## config.mk

```make
export PLATFORM = sky130hd
export DESIGN_NAME = wdt_retry_limiter
export DESIGN_NICKNAME = d
export VERILOG_FILES = /design/src/rtl/wrl_pkg.sv /design/src/rtl/wrl_sec_tick.sv /design/src/rtl/wrl_quiet_timer.sv /design/src/rtl/wrl_pulse_gen.sv /design/src/rtl/wdt_retry_limiter.sv
export SDC_FILE = /design/constraint.sdc
export NUM_CORES = 1
export LEC_CHECK = 0
export BUFFER_PORTS_ARGS = -buffer_cell sky130_fd_sc_hd__buf_2
export CORE_ASPECT_RATIO = 0.5
export CORE_UTILIZATION = 32
export CTS_BUF_LIST = sky130_fd_sc_hd__clkbuf_8
export CTS_CLUSTER_SIZE = 30
export DETAILED_ROUTE_END_ITERATION = 7
export GPL_ROUTABILITY_DRIVEN = 0
export PLACE_DENSITY_LB_ADDON = 0.1
export SLEW_MARGIN = 20
export SYNTH_ARGS = -nofsm -noshare
export SYNTH_HDL_FRONTEND = slang
export SYNTH_SLANG_ARGS = --single-unit
```

## constraint.sdc

```tcl
create_clock -name clk -period 2.4 [get_ports clk]
set_input_delay 0.36 -clock clk [delete_from_list [all_inputs] [get_ports clk]]
set_output_delay 0.36 -clock clk [all_outputs]
set_load 0.1 [all_outputs]
```

## src/rtl/wrl_pkg.sv

```systemverilog
package wrl_pkg;
  typedef enum logic {
    KIND_CPU = 1'b0,
    KIND_FW  = 1'b1
  } rst_kind_e;
endpackage

```

## src/rtl/wrl_sec_tick.sv

```systemverilog
module wrl_sec_tick #(
  parameter int CLK_HZ = 125_000_000
) (
  input  logic clk,
  input  logic rst,
  input  logic restart,
  output logic tick
);
  localparam int PW = (CLK_HZ > 1) ? $clog2(CLK_HZ) : 1;

  logic [PW-1:0] div_q;

  assign tick = (div_q == PW'(CLK_HZ - 1));

  always_ff @(posedge clk) begin
    if (rst || restart) begin
      div_q <= '0;
    end else if (tick) begin
      div_q <= '0;
    end else begin
      div_q <= div_q + 1'b1;
    end
  end
endmodule

```

## src/rtl/wrl_quiet_timer.sv

```systemverilog
module wrl_quiet_timer #(
  parameter int QUIET_SEC = 1800
) (
  input  logic clk,
  input  logic rst,
  input  logic restart,
  input  logic enable,
  input  logic tick,
  output logic expire
);
  localparam int SW = $clog2(QUIET_SEC + 1);

  logic [SW-1:0] sec_q;

  // fires on the tick that would move the count past QUIET_SEC
  assign expire = enable && tick && (sec_q == SW'(QUIET_SEC));

  always_ff @(posedge clk) begin
    if (rst || restart || !enable) begin
      sec_q <= '0;
    end else if (tick && !expire) begin
      sec_q <= sec_q + 1'b1;
    end
  end
endmodule

```

## src/rtl/wrl_pulse_gen.sv

```systemverilog
module wrl_pulse_gen
  import wrl_pkg::*;
#(
  parameter int PULSE_CYCLES = 16
) (
  input  logic      clk,
  input  logic      rst,
  input  logic      start,
  input  rst_kind_e kind,
  output logic      busy,
  output logic      cpu_o,
  output logic      fw_o
);
  localparam int LW = (PULSE_CYCLES > 1) ? $clog2(PULSE_CYCLES) : 1;

  logic [LW-1:0] left_q;
  logic          cpu_q, fw_q;

  assign busy  = cpu_q | fw_q;
  assign cpu_o = cpu_q;
  assign fw_o  = fw_q;

  always_ff @(posedge clk) begin
    if (rst) begin
      cpu_q  <= 1'b0;
      fw_q   <= 1'b0;
      left_q <= '0;
    end else if (start) begin
      cpu_q  <= (kind == KIND_CPU);
      fw_q   <= (kind == KIND_FW);
      left_q <= LW'(PULSE_CYCLES - 1);
    end else if (busy) begin
      if (left_q == '0) begin
        cpu_q <= 1'b0;
        fw_q  <= 1'b0;
      end else begin
        left_q <= left_q - 1'b1;
      end
    end
  end
endmodule

```

## src/rtl/wdt_retry_limiter.sv

```systemverilog
module wdt_retry_limiter
  import wrl_pkg::*;
#(
  parameter int CLK_HZ       = 125_000_000,
  parameter int QUIET_SEC    = 1800,
  parameter int PULSE_CYCLES = 16,
  parameter int MAX_TRIES    = 3,
  localparam int CW          = $clog2(MAX_TRIES + 1)
) (
  input  logic          clk,
  input  logic          por,
  input  logic          req_valid,
  input  logic          req_kind,
  output logic          cpu_rst_pulse,
  output logic          fw_rst_pulse,
  output logic          stay_in_boot,
  output logic [CW-1:0] attempt_cnt
);
  logic          busy, accept, tick, expire;
  logic [CW-1:0] cnt_q;
  logic          boot_q;

  assign accept = req_valid && !busy && !boot_q;

  wrl_sec_tick #(.CLK_HZ(CLK_HZ)) u_tick (
    .clk     (clk),
    .rst     (por),
    .restart (accept),
    .tick    (tick)
  );

  wrl_quiet_timer #(.QUIET_SEC(QUIET_SEC)) u_quiet (
    .clk     (clk),
    .rst     (por),
    .restart (accept),
    .enable  (cnt_q != '0),
    .tick    (tick),
    .expire  (expire)
  );

  wrl_pulse_gen #(.PULSE_CYCLES(PULSE_CYCLES)) u_pulse (
    .clk   (clk),
    .rst   (por),
    .start (accept),
    .kind  (rst_kind_e'(req_kind)),
    .busy  (busy),
    .cpu_o (cpu_rst_pulse),
    .fw_o  (fw_rst_pulse)
  );

  always_ff @(posedge clk) begin
    if (por) begin
      cnt_q  <= '0;
      boot_q <= 1'b0;
    end else if (accept) begin
      cnt_q  <= cnt_q + 1'b1;
      boot_q <= (cnt_q + 1'b1 == CW'(MAX_TRIES));
    end else if (expire) begin
      cnt_q  <= '0;
      boot_q <= 1'b0;
    end
  end

  assign stay_in_boot = boot_q;
  assign attempt_cnt  = cnt_q;
endmodule

```

==> impl_results.md <==
- Reg-to-Reg End: u_tick.div_q[24]
- Slew @ Worst Pin: 493.0 ps
- CTS root buffer: clkbuf_8
- Final Net Count: 305
- First-pass GRT wire length: 9.832 mm
- N_diodes: 0
- Post-cts resize count: 0
- End of the worst hold path: u_pulse.fw_o
- Initial core utilization: 33.34%
- R2R Setup Slk: 220 ps
- Die ar.: 0.008063 mm²
- Syn. warnings: 0
- I/O pin total: 9
- FP Rows: 22
- Required time worst endpoint: 2640 ps
- Critical Path Source: u_tick.div_q[0]
- Clock buffer depth: 2
- Pre-CTS setup slack: 267.8 ps
- Clock Pin Slew Worst Setup and Hold Paths: 100 ps
- Crit end category: flip-flop
- Antenna viol nets, final: 0
- Post-Synthesis Cells: 284
- Initial antenna violation count: 0
- Synth Area in Simple Gates: 34.59%
- DR vias: 2,151
- Crit path DAT: 2420 ps
- CTS tree: done
- Max-cap viol count: 0
- Num CTS Buffers: 5
- Worst-case reg-to-reg path depth: 5
- Clock Latency Late Sink: 310 ps
- Hold Fails Final Rpt: 0
- GRT overflow: 0
- Crit Reg-Reg Startpoint: u_tick.div_q[0]
- Sequential element share of the synthesized area: 38.25%
- Clock sink count: 47
- Core area: 0.007377 mm²
- Largest family of logic cells by synthesized area: simple AND/OR/NAND/NOR gates
- Synth Register Bits: 47
- Pre-Repair DR Iteration Count: 4
- Outcome: complete, no violations
- Sum of negative setup slack: 0 ps
- Count of pins over their slew limit: 0
- Adder-Cell Fraction of Synth Area: 3.052%
- Multi-input gate area: 0.001418 mm²
- Crit path kind: reg2reg
- XOR/XNOR Fraction of Synth Area: 5.341%
- Layout cell share with drive strength beyond 1: 11.15%
- Drt via density: 5.487
- Setup ws final: 220.8 ps
- GRT Total Usage: 15.32%
- Max Fclk: 0.4589 GHz
- Die Ht: 64.00 µm
- Proportion of synthesized area in mux cells: 1.628%
- Syn_nets: 294
- P per Cell Area: 634.4 mW/mm²
- Setup repair after global routing missed its margin: no
- DR WL/cell: 14.34 µm
- Post-route DRC violation count: 0
- Final HPWL DP: 4.001 mm
- Pleak: 0.8277 nW
- Min-Delay Path Class: in2reg
- Hold path cells: 3
- Slew HR: 66.83%
- Final WL: 5.622 mm
- Vias in the first global route: 2,033
- Syn avg cell area: 8.661 µm²
- Port Buffers: 8
- Number of hold buffers added after CTS: 0
- Cell area after layout: 0.002741 mm²
- DRT iter0 DRCs: 134
- Chip width: 126.0 µm
- Peak VDD IR: 0.2077 mV
- CTS H-tree depth: 2
- Final cycle utilization of the critical path: 90.80%
- Final setup viols: 0
- Post-Syn Area: 0.002460 mm²
- Number of setup buffers added after CTS: 0
- Reg area: 940.9 µm²
- Synth Area in Compound Gates: 13.02%
- Filler cells: 757
- Post-placement cell area: 0.002605 mm²
- Pwr Total: 0.001739 W
- Largest net degree at the start of global routing: 27
- HP Start: req_kind
- Minimum clock period after layout: 2179 ps
- Critical path fanouts, max: 13
- Area grow syn2layout: 11.44%
- Cell variety after synth: 42
- Clk_skew: 10.97 ps
- Crit start category: flip-flop
layer usage:
layer,track usage (%),share of wire [%],vias to the layer above
li1,-,-,1087
met3,4.271,3.6,5
met1,20.58,52,1035
met5,0,0,-
met4,3.614,0.68,0
met2,24.31,43,24
kinds of logic (layout without fill, tap and decap cells):
| logic type | count (synthesis) | after routing |
|---|---|---|
| xor gates and xnor gates | 15 | 15 |
| adders and majority gates | 6 | 6 |
| buffers and inverters | 20 | 32 |
| DFF | 47 | 47 |
| and+or+nand+nor | 140 | 140 |
| muxes | 4 | 4 |
| AOI/OAI and AO/OA | 52 | 52 |
worst max-delay path, stage by stage, from the launching register on:
cell     delay (ps)
dfxtp_1         390
ha_1            230
nand4_1         180
or3_1           600
or4_1           550
a21oi_1         150
per-stage QoR:
| step | hold slack [ps] | util (%) | instances |
|---|---|---|---|
| floorplan | 429.9 | - | 284 |
| global placement | 441.2 | 35.31 | 384 |
| detailed placement | 454.8 | 35.31 | 384 |
| CTS | 326.8 | 37.16 | 392 |
| global route | 333.5 | 37.16 | 392 |
| finish | 326.5 | 37.16 | 392 |
power by group:
part / switching (W) / internal (W) / total, W
clock: 0.000293 / 0.000416 / 0.000709
sequential: 0.0000243 / 0.000803 / 0.000827
combinational: 0.000141 / 0.0000626 / 0.000203
worst max-delay path by stage:
stage	end	slack, ps	depth (start not counted)
final	u_tick.div_q[24]	220	5
after global routing	u_tick.div_q[24]	40	5
after CTS	u_tick.div_q[24]	210	5
after detailed placement	u_tick.div_q[20]	270	5
after global placement	u_tick.div_q[24]	300	5
after floorplan	u_quiet.sec_q[2]	80	6
flip-flops by register name, indices dropped and copies added, names as in the netlist:
signal          flops
u_tick.div_q       27
u_quiet.sec_q      11
u_pulse.left_q      4
attempt_cnt         2
stay_in_boot        1
u_pulse.cpu_o       1
u_pulse.fw_o        1
cell usage in the layout, fill, tap and decap left out, types with 8 or more instances in the layout:
cell,instances
nand3_1,14
o31ai_1,12
dfxtp_1,47
a21oi_1,22
or3_1,12
inv_1,9
or4_1,8
xnor2_1,11
nor2_1,22
nand2_1,20
o21ai_0,9
buf_2,8
nand4_1,12
cell type report:
class                   count  share of cell area (%)
clock buffers               5                   2.510
clock inverters             3                   2.465
inverters                   9                   1.232
multi-input cells         217                   51.71
flip-flops and latches     47                   34.32
well taps                  96                   4.382
repair buffers             15                   3.377
cells in the mapped netlist, drive strengths merged:
master,instances,share of area (%)
inv,9,1.4
and2,2,0.51
nand3b,2,0.61
or3,12,3.1
xnor2,11,3.9
o31ai,12,3.7
nand4,12,3.1
nand3,16,4.3
a21oi,23,4.8
o311ai,2,0.71
mux2i,4,1.6
xor2,4,1.4
dfxtp,47,38
buf,6,2.0
and3,6,1.5
or4,10,3.4
o221ai,1,0.36
and4,6,2.2
nor4,7,1.8
or4b,1,0.41
nand2,20,3.1
nand2b,5,1.3
ha,6,3.1
nor4b,7,2.7
nor4bb,2,0.81
o41ai,2,0.71
or3b,1,0.36
a22oi,1,0.31
nor2,22,3.4
o21ai,10,2.2
a31oi,1,0.25
and3b,2,0.71
nor3,6,1.2
nor3b,1,0.31
clkbuf,5,0.76
Power figures use the tool's default switching activity.
